**config.mk**
```make
export PLATFORM = sky130hd
export DESIGN_NAME = sem_poll_minred
export DESIGN_NICKNAME = d
export VERILOG_FILES = /design/src/rtl/spm_pkg.sv /design/src/rtl/spm_reduce.sv /design/src/rtl/spm_gpr.sv /design/src/rtl/spm_ctrl.sv /design/src/rtl/sem_poll_minred.sv
export SDC_FILE = /design/constraint.sdc
export NUM_CORES = 1
export LEC_CHECK = 0
export BUFFER_PORTS_ARGS = -buffer_cell sky130_fd_sc_hd__buf_2
export CELL_PAD_IN_SITES_DETAIL_PLACEMENT = 0
export CELL_PAD_IN_SITES_GLOBAL_PLACEMENT = 2
export CORE_ASPECT_RATIO = 1.2
export CORE_UTILIZATION = 45
export DETAILED_ROUTE_END_ITERATION = 10
export HOLD_SLACK_MARGIN = 0.12
export PLACE_DENSITY = 0.95
export SYNTH_ARGS = -nofsm -noshare
export SYNTH_HDL_FRONTEND = slang
export SYNTH_SLANG_ARGS = --single-unit
```
**constraint.sdc**
```tcl
create_clock -name clk -period 6.9 [get_ports clk]
set_input_delay 1.035 -clock clk [delete_from_list [all_inputs] [get_ports clk]]
set_output_delay 1.035 -clock clk [all_outputs]
set_load 0.01 [all_outputs]
```
**src/rtl/spm_pkg.sv**
```systemverilog
package spm_pkg;

    localparam int SPM_DW     = 32;
    localparam int SPM_AW     = 16;
    localparam int SPM_MAXN   = 16;
    localparam int SPM_NGPR   = 16;
    localparam int SPM_SYNC_W = 32;

    typedef enum logic [1:0] {
        OP_MIN = 2'd0,
        OP_MAX = 2'd1,
        OP_ADD = 2'd2,
        OP_AND = 2'd3
    } spm_op_e;

    typedef enum logic [2:0] {
        ST_IDLE,
        ST_RD_REQ,
        ST_RD_WAIT,
        ST_WB,
        ST_FIN
    } spm_state_e;

    typedef struct packed {
        logic err;
        logic wrote;
    } spm_flags_t;

    function automatic logic [SPM_DW-1:0] spm_umin(input logic [SPM_DW-1:0] a,
                                                   input logic [SPM_DW-1:0] b);
        return (b < a) ? b : a;
    endfunction

    function automatic logic spm_op_ok(input logic [1:0] op);
        return op == OP_MIN;
    endfunction

endpackage

```
**src/rtl/spm_reduce.sv**
```systemverilog
module spm_reduce
    import spm_pkg::*;
#(
    parameter int DW = SPM_DW
) (
    input  logic          clk,
    input  logic          rst,
    input  logic          take,
    input  logic          first,
    input  logic [DW-1:0] rdata,
    output logic [DW-1:0] acc,
    output logic          acc_nz
);
    logic [DW-1:0] acc_next;

    always_comb begin
        if (first) acc_next = rdata;
        else       acc_next = spm_umin(acc, rdata);
    end

    // Nonzero test on the value being folded in, so the decision
    // needs no extra cycle after the last read.
    assign acc_nz = (acc_next != '0);

    always_ff @(posedge clk) begin
        if (rst)       acc <= '0;
        else if (take) acc <= acc_next;
    end
endmodule

```
**src/rtl/spm_gpr.sv**
```systemverilog
module spm_gpr #(
    parameter int DW = 32,
    parameter int N  = 16,
    localparam int SW = (N > 1) ? $clog2(N) : 1
) (
    input  logic          clk,
    input  logic          rst,
    input  logic          we,
    input  logic [SW-1:0] wsel,
    input  logic [DW-1:0] wdata,
    input  logic [SW-1:0] rsel,
    output logic [DW-1:0] rdata
);
    logic [DW-1:0] regs [N];

    for (genvar g = 0; g < N; g++) begin : g_reg
        always_ff @(posedge clk) begin
            if (rst)                            regs[g] <= '0;
            else if (we && wsel == SW'(g))      regs[g] <= wdata;
        end
    end

    assign rdata = regs[rsel];
endmodule

```
**src/rtl/spm_ctrl.sv**
```systemverilog
module spm_ctrl
    import spm_pkg::*;
#(
    parameter int AW   = SPM_AW,
    parameter int MAXN = SPM_MAXN,
    localparam int CW  = $clog2(MAXN + 1)
) (
    input  logic          clk,
    input  logic          rst,
    input  logic          start,
    input  logic [CW-1:0] cmd_count,
    input  logic [1:0]    cmd_op,
    input  logic [AW-1:0] cmd_addr,
    input  logic [AW-1:0] cmd_wb_addr,
    input  logic          mem_rvalid,
    input  logic          acc_nz,
    output logic          accept,
    output logic          busy,
    output logic          mem_req,
    output logic          mem_we,
    output logic [AW-1:0] mem_addr,
    output logic          take,
    output logic          first,
    output logic          gpr_we,
    output logic          done,
    output spm_flags_t    flags
);
    spm_state_e    st;
    logic [CW-1:0] idx, n_q;
    logic [AW-1:0] base_q, wb_q;
    logic          err_q, nz_q;
    logic          bad, last;

    assign accept = start && (st == ST_IDLE);
    assign bad    = (cmd_count == '0) || (cmd_count > CW'(MAXN)) || !spm_op_ok(cmd_op);
    assign last   = (idx == n_q - CW'(1));
    assign take   = (st == ST_RD_WAIT) && mem_rvalid;
    assign first  = (idx == '0);
    assign gpr_we = take && last && acc_nz;

    always_ff @(posedge clk) begin
        if (rst) begin
            st     <= ST_IDLE;
            idx    <= '0;
            n_q    <= '0;
            base_q <= '0;
            wb_q   <= '0;
            err_q  <= 1'b0;
            nz_q   <= 1'b0;
        end else begin
            case (st)
                ST_IDLE: if (accept) begin
                    n_q    <= cmd_count;
                    base_q <= cmd_addr;
                    wb_q   <= cmd_wb_addr;
                    idx    <= '0;
                    nz_q   <= 1'b0;
                    err_q  <= bad;
                    st     <= bad ? ST_FIN : ST_RD_REQ;
                end
                ST_RD_REQ: st <= ST_RD_WAIT;
                ST_RD_WAIT: if (mem_rvalid) begin
                    if (last) begin
                        idx  <= '0;
                        nz_q <= acc_nz;
                        st   <= acc_nz ? ST_WB : ST_FIN;
                    end else begin
                        idx <= idx + CW'(1);
                        st  <= ST_RD_REQ;
                    end
                end
                ST_WB: begin
                    idx <= idx + CW'(1);
                    if (last) st <= ST_FIN;
                end
                ST_FIN: st <= ST_IDLE;
                default: st <= ST_IDLE;
            endcase
        end
    end

    assign busy     = (st != ST_IDLE);
    assign mem_req  = (st == ST_RD_REQ) || (st == ST_WB);
    assign mem_we   = (st == ST_WB);
    assign mem_addr = ((st == ST_WB) ? wb_q : base_q) + AW'(idx);
    assign done     = (st == ST_FIN);
    assign flags    = '{err: err_q, wrote: nz_q};
endmodule

```
**src/rtl/sem_poll_minred.sv**
```systemverilog
module sem_poll_minred
    import spm_pkg::*;
#(
    parameter int DW     = SPM_DW,
    parameter int AW     = SPM_AW,
    parameter int MAXN   = SPM_MAXN,
    parameter int NGPR   = SPM_NGPR,
    parameter int SYNC_W = SPM_SYNC_W,
    localparam int CW    = $clog2(MAXN + 1),
    localparam int GSW   = (NGPR > 1) ? $clog2(NGPR) : 1
) (
    input  logic              clk,
    input  logic              rst,
    input  logic              start,
    input  logic [CW-1:0]     cmd_count,
    input  logic [1:0]        cmd_op,
    input  logic [AW-1:0]     cmd_addr,
    input  logic [AW-1:0]     cmd_wb_addr,
    input  logic [GSW-1:0]    cmd_dst,
    input  logic [SYNC_W-1:0] sync_in,
    output logic              busy,
    output logic              mem_req,
    output logic              mem_we,
    output logic [AW-1:0]     mem_addr,
    output logic [DW-1:0]     mem_wdata,
    input  logic [DW-1:0]     mem_rdata,
    input  logic              mem_rvalid,
    output logic              done,
    output logic              done_err,
    output logic              done_wrote,
    output logic              seq_valid,
    output logic [SYNC_W-1:0] seq_desc,
    input  logic [GSW-1:0]    gpr_rd_sel,
    output logic [DW-1:0]     gpr_rd_data
);
    logic          accept, take, first, gpr_we, acc_nz;
    logic [DW-1:0] acc;
    logic [GSW-1:0] dst_q;
    spm_flags_t    flags;

    spm_ctrl #(.AW(AW), .MAXN(MAXN)) u_ctrl (
        .clk(clk), .rst(rst), .start(start),
        .cmd_count(cmd_count), .cmd_op(cmd_op),
        .cmd_addr(cmd_addr), .cmd_wb_addr(cmd_wb_addr),
        .mem_rvalid(mem_rvalid), .acc_nz(acc_nz),
        .accept(accept), .busy(busy),
        .mem_req(mem_req), .mem_we(mem_we), .mem_addr(mem_addr),
        .take(take), .first(first), .gpr_we(gpr_we),
        .done(done), .flags(flags)
    );

    spm_reduce #(.DW(DW)) u_red (
        .clk(clk), .rst(rst), .take(take), .first(first),
        .rdata(mem_rdata), .acc(acc), .acc_nz(acc_nz)
    );

    spm_gpr #(.DW(DW), .N(NGPR)) u_gpr (
        .clk(clk), .rst(rst), .we(gpr_we), .wsel(dst_q),
        .wdata(mem_rdata < acc || first ? (first ? mem_rdata : spm_umin(acc, mem_rdata)) : acc),
        .rsel(gpr_rd_sel), .rdata(gpr_rd_data)
    );

    always_ff @(posedge clk) begin
        if (rst) begin
            dst_q     <= '0;
            seq_valid <= 1'b0;
            seq_desc  <= '0;
        end else begin
            seq_valid <= accept;
            if (accept) begin
                dst_q    <= cmd_dst;
                seq_desc <= sync_in;
            end
        end
    end

    assign mem_wdata  = acc;
    assign done_err   = flags.err;
    assign done_wrote = flags.wrote;
endmodule

```
==> PnR_summary.wiki, run 1 <==
{| class="wikitable"
! Metric !! Value
|-
| Number of cells on the worst reg-to-reg path || 9
|-
| Worst Path Max Fanout || 31
|-
| Slack of the worst reg-to-reg path || between 2 and 2.5 ns
|-
| Die outline area || between 60000 and 70000 sq um
|-
| Number of enable-type register cells in the synthesized netlist || 512
|-
| Post-Synth Simple-Gate Area || about 13%
|-
| Relative slew slack || 13.0%
|-
| Final Hold Violating Endpoints || 0
|-
| Number of synthesized register bits || approximately 630
|-
| Shortest period the worst path allows || roughly 5.5 ns
|-
| Via-to-Cell Ratio || approximately 5.7
|-
| Total Power || around 8.5 mW
|-
| Area fraction in compound gates after synthesis || under 10%
|-
| Path length in cells of the critical path || 16
|-
| Routed vias || 18240
|-
| Worst-skew pair later-pin latency || 0.65 ns
|-
| Antenna violations before repair || 5
|-
| Chip Height || between 200 and 300 microns
|-
| Final worst-path setup slack || ~1.4 ns
|-
| Synthesized instance count || roughly 2200
|-
| Worst hold path type || reg2reg
|-
| Via count of the first global-routing pass || 18303
|-
| CP Launch Type || flip-flop
|-
| Max Freq || approximately 180 MHz
|-
| Sum of negative setup slack || 0 ns
|-
| First-pass DRT Iterations || 5
|-
| Capture point of the worst reg-to-reg path || u_gpr.regs[3][16]$_SDFFCE_PN0P_
|-
| Area added between synthesis and finish || 13.1%
|-
| Top delay family on crit path || simple AND/OR/NAND/NOR gates
|-
| WP data arrival || between 4 and 5 ns
|-
| Xor/xnor cell area share of the yosys netlist || 0.743%
|-
| Ordered list of cells on the worst path || nor2b_1 -> nand2_1 -> inv_1 -> buf_4 -> nand2_1 -> nand2_1 -> ha_1 -> fa_1 -> a21o_1 -> a21oi_1 -> nand2b_1 -> a2111o_1 -> a21oi_1 -> nand2_1 -> xor2_1 -> buf_2
|-
| Most repeated library cell on the critical path || sky130_fd_sc_hd__nand2_1
|-
| IO Pins || approximately 230
|-
| Leading cell type in the layout, fill and taps excluded || sky130_fd_sc_hd__nor2_1
|-
| Total wire length || ~73000 microns
|-
| Final instance area || 32000 sq um
|-
| Worst Path Required || ~5.9 ns
|-
| Combined area of all synthesized cells || ~28000 sq um
|-
| Critical path class || reg2out
|-
| Distinct cell type count after synthesis || 58
|-
| Number of clock buffers inserted by TritonCTS || 61
|-
| Detail Placement HPWL || between 40000 and 50000 microns
|-
| Post-cts gate resize count || 0
|-
| Maximum number of pins on one net before global-route repair || 73
|-
| Hold Path Sink || seq_desc[31]$_SDFFE_PP0P_
|-
| Type of element capturing the critical path || output pin
|-
| Fraction of layout cells with a size suffix above 1 || about a quarter
|-
| Post-synthesis sequential area ratio || a little over three fifths
|-
| Global router's overall resource usage || 23.0%
|-
| Net Count, Synth || approximately 2300
|-
| Register clock-pin slew on the reported worst setup and hold paths || ~0.060 ns
|-
| Worst Hold Depth || 2
|-
| # fillers || approximately 5300
|-
| Initial cell density of the core || about 46%
|-
| Start point of the worst min-delay path || seq_desc[31]$_SDFFE_PP0P_
|-
| Fraction of registers with async set or reset after synthesis || 0%
|-
| DIE WIDTH || between 200 and 250 microns
|-
| Sum of buffers and inverters on the critical path || 3
|-
| Antenna-violating nets left || 0
|-
| Proportion of synthesized area in mux cells || between 10% and 20%
|-
| Worst slew pin tran || approximately 1.3 ns
|-
| Global route total overflow || 0
|-
| Worst setup timing slack at the placement stage || between 1 and 1.5 ns
|-
| Slew Limit Fails || 0
|-
| Maximum cell stage delay along the critical path || between 0.4 and 0.5 ns
|-
| Setup repair after global routing missed its margin || false
|-
| Number of antenna cells inserted || 0
|-
| Combinational family with the most area after synthesis || multiplexers
|-
| Final net count || 2475
|-
| Clk sink count || 628
|-
| Reg-to-Reg Start || u_red.acc[15]$_SDFFE_PP0P_
|-
| Core outline area || 62100 sq um
|-
| Result of the run || finished, final reports clean
|-
| Number of H-tree levels || 2
|-
| Mean instance size in the synthesized netlist || roughly 13 sq um
|-
| Standby leakage power || 11.9 nW
|-
| Placement Rows || 100
|-
| Yosys warnings || 0
|-
| Routed WL per cell || roughly 23 microns
|-
| Adder-cell share of the synthesized area || under 10%
|-
| Port Buffer Count || between 200 and 250
|-
| Primary FF master, synth || sky130_fd_sc_hd__edfxtp_1
|-
| Clock tree from TritonCTS || built
|-
| Ratio of final minimum period to clock period || between 70% and 80%
|-
| Number of buffers on the longest clock path || 3
|-
| Final setup skew || 0.0337 ns
|-
| Root Buffer Master || sky130_fd_sc_hd__clkbuf_16
|-
| DP Area || around 30000 sq um
|-
| Number of DRC markers in iteration 0 || about 1600
|-
| RD Place Congestion || roughly 0.84
|-
| DRC violations left || 0
|-
| Number of setup buffers added after CTS || 0
|-
| Maximum capacitance violations || 0
|-
| Maximum VDD drop || slightly below 0.2 mV
|-
| Commonest cells after routing, fill and taps aside || sky130_fd_sc_hd__nor2_1 (566), sky130_fd_sc_hd__edfxtp_1 (512), sky130_fd_sc_hd__buf_2 (230)
|-
| Final setup violation count || 0
|-
| Power density over the cells || approximately 270 nW/um^2
|-
| Hold buffer count at CTS || 0
|-
| Slowest stage cell on the critical path || sky130_fd_sc_hd__a2111o_1
|-
| First-pass GRT wire length || between 100000 and 150000 microns
|}
[where the power goes]
part,total (mW),internal [mW],switching [mW]
clock,3.45,2.00,1.45
combinational,0.771,0.272,0.499
sequential,4.28,4.22,0.0580
total,8.50,6.49,2.01
[cells in the mapped netlist, types with 9 or more instances]
library cell               number  share of area [%]
sky130_fd_sc_hd__a21oi_1      124                2.2
sky130_fd_sc_hd__a21oi_2       30               0.93
sky130_fd_sc_hd__a31o_2        13               0.40
sky130_fd_sc_hd__buf_1         13               0.17
sky130_fd_sc_hd__buf_2         69                1.2
sky130_fd_sc_hd__clkbuf_1      89                1.2
sky130_fd_sc_hd__dfxtp_1      116                8.2
sky130_fd_sc_hd__edfxtp_1     512                 54
sky130_fd_sc_hd__ha_1          39                1.7
sky130_fd_sc_hd__inv_1         43               0.57
sky130_fd_sc_hd__mux2i_1       45                1.6
sky130_fd_sc_hd__mux4_2       160                 13
sky130_fd_sc_hd__nand2_1      184                2.4
sky130_fd_sc_hd__nand3_1       16               0.28
sky130_fd_sc_hd__nand4_1       17               0.38
sky130_fd_sc_hd__nand4_4        9               0.68
sky130_fd_sc_hd__nor2_1       566                7.5
sky130_fd_sc_hd__nor4_1        19               0.42
sky130_fd_sc_hd__o21ai_0       10               0.18
sky130_fd_sc_hd__xor2_1        16               0.50
[kinds of logic after synthesis]
| logic type | after synthesis |
|---|---|
| AO/OA/AOI/OAI | 210 |
| XOR/XNOR | 24 |
| adder cells (fa/ha/maj) | 40 |
| buffers and inverters | 217 |
| flip-flops | 628 |
| multiplexers | 205 |
| AND/OR/NAND/NOR | 851 |
[state kept, by name (all words and copies together), names as in the netlist, 4 cells and up]
name and count:
u_gpr.regs 512, seq_desc 32, u_red.acc 32, u_ctrl.base_q 16, u_ctrl.wb_q 16, u_ctrl.idx 5
u_ctrl.n_q 5, dst_q 4
[worst max path at each step]
stage,startpoint,endpoint
6_report,u_ctrl.st[1]$_SDFFE_PP0P_,mem_addr[14]
5_1_grt,u_ctrl.st[1]$_SDFFE_PP0P_,mem_addr[13]
4_1_cts,u_ctrl.st[1]$_SDFFE_PP0P_,mem_addr[14]
3_5_place_dp,mem_rdata[11],u_gpr.regs[1][10]$_SDFFCE_PN0P_
3_3_place_gp,mem_rdata[11],u_gpr.regs[0][13]$_SDFFCE_PN0P_
2_1_floorplan,u_ctrl.st[1]$_SDFFE_PP0P_,mem_addr[14]
[layout make-up]
class	instances	area (sq um)	share of cell area, %
multi-input combinational	1330	9700	30.3
clock inverter	41	475	1.49
sequential	628	17700	55.3
timing repair buffer	256	1380	4.30
tap	816	1020	3.19
clock buffer	71	1570	4.92
inverter	43	161	0.504
[worst reg2reg max path, stage by stage (launching register included)]
cell	delay (ns)
sky130_fd_sc_hd__dfxtp_1	0.43
sky130_fd_sc_hd__inv_1	0.09
sky130_fd_sc_hd__ha_1	0.31
sky130_fd_sc_hd__and4_1	0.24
sky130_fd_sc_hd__a221oi_1	0.76
sky130_fd_sc_hd__nand2_1	0.28
sky130_fd_sc_hd__a2111oi_4	0.36
sky130_fd_sc_hd__buf_4	0.38
sky130_fd_sc_hd__and2_1	0.65
sky130_fd_sc_hd__a31o_2	0.97
[layer usage]
layer / track usage (%) / vias to the layer above / share of wire, %
li1: - / 8176 / -
met1: 30.1 / 9108 / 39
met2: 38.1 / 830 / 49
met3: 4.65 / 120 / 8.1
met4: 7.62 / 6 / 3.0
met5: 0 / - / 0.049
[metrics by stage]
step | std cells | hold slack (ns) | utilization, %
finish | 3185 | 0.454 | 51.6
global route | 3185 | 0.479 | 51.6
CTS | 3185 | 0.455 | 51.6
detailed placement | 3073 | 0.447 | 48.3
global placement | 3073 | 0.440 | 48.3
floorplan | 2175 | 0.436 | -
Note: power is estimated with default switching activity, not from simulation.
==> run 2, diff against run 1 <==
--- a/config.mk
+++ b/config.mk
@@ -9,10 +9,10 @@
 export CELL_PAD_IN_SITES_DETAIL_PLACEMENT = 0
 export CELL_PAD_IN_SITES_GLOBAL_PLACEMENT = 2
 export CORE_ASPECT_RATIO = 1.2
-export CORE_UTILIZATION = 45
+export CORE_UTILIZATION = 42
 export DETAILED_ROUTE_END_ITERATION = 10
 export HOLD_SLACK_MARGIN = 0.12
-export PLACE_DENSITY = 0.95
+export PLACE_DENSITY = 0.9
 export SYNTH_ARGS = -nofsm -noshare
 export SYNTH_HDL_FRONTEND = slang
 export SYNTH_SLANG_ARGS = --single-unit
==> constraint.sdc (replaced) <==
create_clock -name clk -period 5.25 [get_ports clk]
set_input_delay 0.7875 -clock clk [delete_from_list [all_inputs] [get_ports clk]]
set_output_delay 0.7875 -clock clk [all_outputs]
set_load 0.01 [all_outputs]
==> PnR_summary.wiki, run 2 (synthesis results as in run 1) <==
{| class="wikitable"
! Metric !! Value
|-
| Fraction of layout cells with a size suffix above 1 || 25.1% (+1.1 points)
|-
| Clk sink count || 628 (unchanged)
|-
| Max Freq || approximately 210 MHz
|-
| Reg with most FFs || u_gpr.regs
|-
| Maximum capacitance violations || 0 (unchanged)
|-
| Chip Height || 286 microns (+3.5%)
|-
| Worst Path Required || 4.46 ns (-1.40 ns)
|-
| Maximum number of pins on one net before global-route repair || 81 (+11%)
|-
| Die outline area || 68400 sq um (+7.1%)
|-
| Via count of the first global-routing pass || 18694 (+2.1%)
|-
| Number of DRC markers in iteration 0 || 1740 (+12%)
|-
| Proportion of power drawn by flip-flops and latches || 49.9% (-0.4 points)
|-
| DIE WIDTH || 239 microns (+3.5%)
|-
| DRC violations left || 0 (unchanged)
|-
| Final Hold Violating Endpoints || 0 (unchanged)
|-
| Cell total after placement || 3176 (+3.4%)
|-
| Total Power || 11.3 mW (+32%)
|-
| Antenna-violating nets left || 0 (unchanged)
|-
| Area taken by multi-input logic gates || 9710 sq um (about the same)
|-
| Worst-skew pair later-pin latency || 0.66 ns (about the same)
|-
| Type of element capturing the critical path || output pin
|-
| Placement Rows || 103 (+3.0%)
|-
| Setup repair after global routing missed its margin || false
|-
| Worst Path Max Fanout || 30 (-3.2%)
|-
| Via-to-Cell Ratio || 5.59 (-2.4%)
|-
| Maximum VDD drop || 0.247 mV (+25%)
|-
| Critical path class || reg2out
|-
| Core outline area || 66200 sq um (+6.7%)
|-
| Power density over the cells || 345 nW/um^2 (+30%)
|-
| Result of the run || finished, final reports clean
|-
| Final-layout worst hold slack || 0.378 ns (-0.0765 ns)
|-
| # fillers || 5838 (+9.7%)
|-
| Global route total overflow || 0 (unchanged)
|-
| Detail Placement HPWL || 46600 microns (-4.0%)
|-
| Standby leakage power || 12.1 nW (+1.9%)
|-
| Initial cell density of the core || 42.7% (-2.9 points)
|-
| Number of clock buffers inserted by TritonCTS || 60 (-1.6%)
|-
| Max reg flops || 512 (unchanged)
|-
| Fraction of power spent switching nets || 24.0% (+0.36 points)
|-
| Area added between synthesis and finish || 15.2%
|-
| Slew Limit Fails || 0 (unchanged)
|-
| Final worst-path setup slack || 0.465 ns (-0.960 ns)
|-
| Worst slew pin tran || 1.18 ns (-0.121 ns)
|-
| Highest routed metal layer || met4
|-
| Cell internal power dissipation || 8.55 mW (+32%)
|-
| NetSw || 2.70 mW (+34%)
|-
| RD Place Congestion || 0.839 (-0.58%)
|-
| CP Launch Type || flip-flop
|-
| DRT met1 WL || 29500 microns (+2.0%)
|-
| Leading cell type in the layout, fill and taps excluded || sky130_fd_sc_hd__nor2_1
|-
| Clock power frac || 40.9% (+0.3 points)
|-
| Routed WL per cell || 23.6 microns (+2.5%)
|-
| Layout Utilization || 49.2% (-2.3 points)
|-
| Worst setup timing slack at the placement stage || 0.830 ns (-0.589 ns)
|-
| Antenna violations before repair || 5 (unchanged)
|-
| Final instance area || 32600 sq um (+1.9%)
|-
| Relative slew slack || 21.1% (+8.1 points)
|-
| DP Area || 30500 sq um (+1.7%)
|-
| Part of the total power dissipated in combinational logic || 9.1% (about the same)
|-
| Final setup skew || 0.0290 ns (-0.00466 ns)
|-
| Met2 wire length || 39800 microns (+9.8%)
|-
| Cell Count, Final, Fillers Out || 3293 (+3.4%)
|-
| Sequential cell area in the final layout || 17700 sq um (unchanged)
|-
| Met3 wire length || 6290 microns (+6.5%)
|-
| Ratio of final minimum period to clock period || about 90%
|-
| Global router's overall resource usage || 22.8% (-0.21 points)
|-
| Root Buffer Master || sky130_fd_sc_hd__clkbuf_16
|-
| Shortest period the worst path allows || 4.79 ns
|-
| Clock tree from TritonCTS || built
|-
| Number of H-tree levels || 2 (unchanged)
|-
| Number of buffers on the longest clock path || 3 (unchanged)
|-
| Sum of negative setup slack || 0 ns (unchanged)
|-
| WP data arrival || 4.00 ns (-0.44 ns)
|-
| Commonest cells after routing, fill and taps aside || sky130_fd_sc_hd__nor2_1 (566), sky130_fd_sc_hd__edfxtp_1 (512), sky130_fd_sc_hd__buf_2 (229)
|-
| Port Buffer Count || 233 (unchanged)
|-
| Hold buffer count at CTS || 0 (unchanged)
|-
| First-pass GRT wire length || 115000 microns (+3.9%)
|-
| Total wire length || 77700 microns (+6.0%)
|-
| Final setup violation count || 0 (unchanged)
|-
| Routed vias || 18407 (+0.92%)
|-
| Final net count || 2501 (+1.1%)
|-
| First-pass DRT Iterations || 5 (unchanged)
|-
| Worst hold path type || in2reg
|-
| Register clock-pin slew on the reported worst setup and hold paths || 0.07 ns (about the same)
|-
| Regs by FF count || u_gpr.regs (512), seq_desc (32), u_red.acc (32)
|-
| IO Pins || 234 (unchanged)
|}
==> run 2: cell count changes in the layout (fill, tap and decap cells not counted), sizes merged <==
cell and delta:
buf +27, clkinv -2, diode +4, clkbuf -3, clkinvlp +4, inv +2
==> run 2: power by group through the flow <==
stage	clock (mW)	combinational [mW]	sequential (mW)
6_report	4.61	1.03	5.62
3_3_place_gp	0	1.02	5.71
2_1_floorplan	0	0.640	5.71
3_5_place_dp	0	1.04	5.72
4_1_cts	4.66	1.04	5.62
5_1_grt	4.85	1.11	5.63
==> run 2: area by class of cell <==
class	instances	area share, %
diodes	4	0.0307
clock buffers	68	4.73
clock inverters	45	1.76
inverters	43	0.495
multi-input cells	1330	29.8
flip-flops and latches	628	54.3
well taps	892	3.42
repair buffers	283	5.54
==> run 2: final timing paths <==
path,startpoint,to,slack [ns],cells after the start
min reg2reg,seq_desc[0]$_SDFFE_PP0P_,seq_desc[0]$_SDFFE_PP0P_,0.45,2
max,u_ctrl.st[1]$_SDFFE_PP0P_,mem_addr[14],0.46,15
max reg2reg,u_red.acc[15]$_SDFFE_PP0P_,u_gpr.regs[14][31]$_SDFFCE_PN0P_,1.31,9
min,cmd_addr[8],u_ctrl.base_q[8]$_SDFFE_PP0P_,0.38,3
==> run 2: worst max-delay path, cell delays in order, from the launching register on <==
cell                       delay [ns]
sky130_fd_sc_hd__dfxtp_1         0.46
sky130_fd_sc_hd__nor2b_2         0.30
sky130_fd_sc_hd__nand2_2         0.20
sky130_fd_sc_hd__inv_1           0.12
sky130_fd_sc_hd__buf_4           0.34
sky130_fd_sc_hd__nand2_1         0.09
sky130_fd_sc_hd__nand2_1         0.13
sky130_fd_sc_hd__fa_1            0.23
sky130_fd_sc_hd__a21o_1          0.12
sky130_fd_sc_hd__a21oi_1         0.08
sky130_fd_sc_hd__nand2b_1        0.18
sky130_fd_sc_hd__a2111o_1        0.45
sky130_fd_sc_hd__a21oi_1         0.24
sky130_fd_sc_hd__nand2_1         0.10
sky130_fd_sc_hd__xor2_1          0.17
sky130_fd_sc_hd__buf_2           0.14
==> run 2: timing repair <==
item	CTS	global route
resized for setup	0	2
endpoints found under the setup margin	0	5
buffers inserted	0	0
==> run 2: routing by layer <==
metal	GRT usage (%)	up-vias
met5	0	-
met4	6.96	0
met3	4.28	140
met2	39.8	781
met1	28.6	9256
li1	-	8230
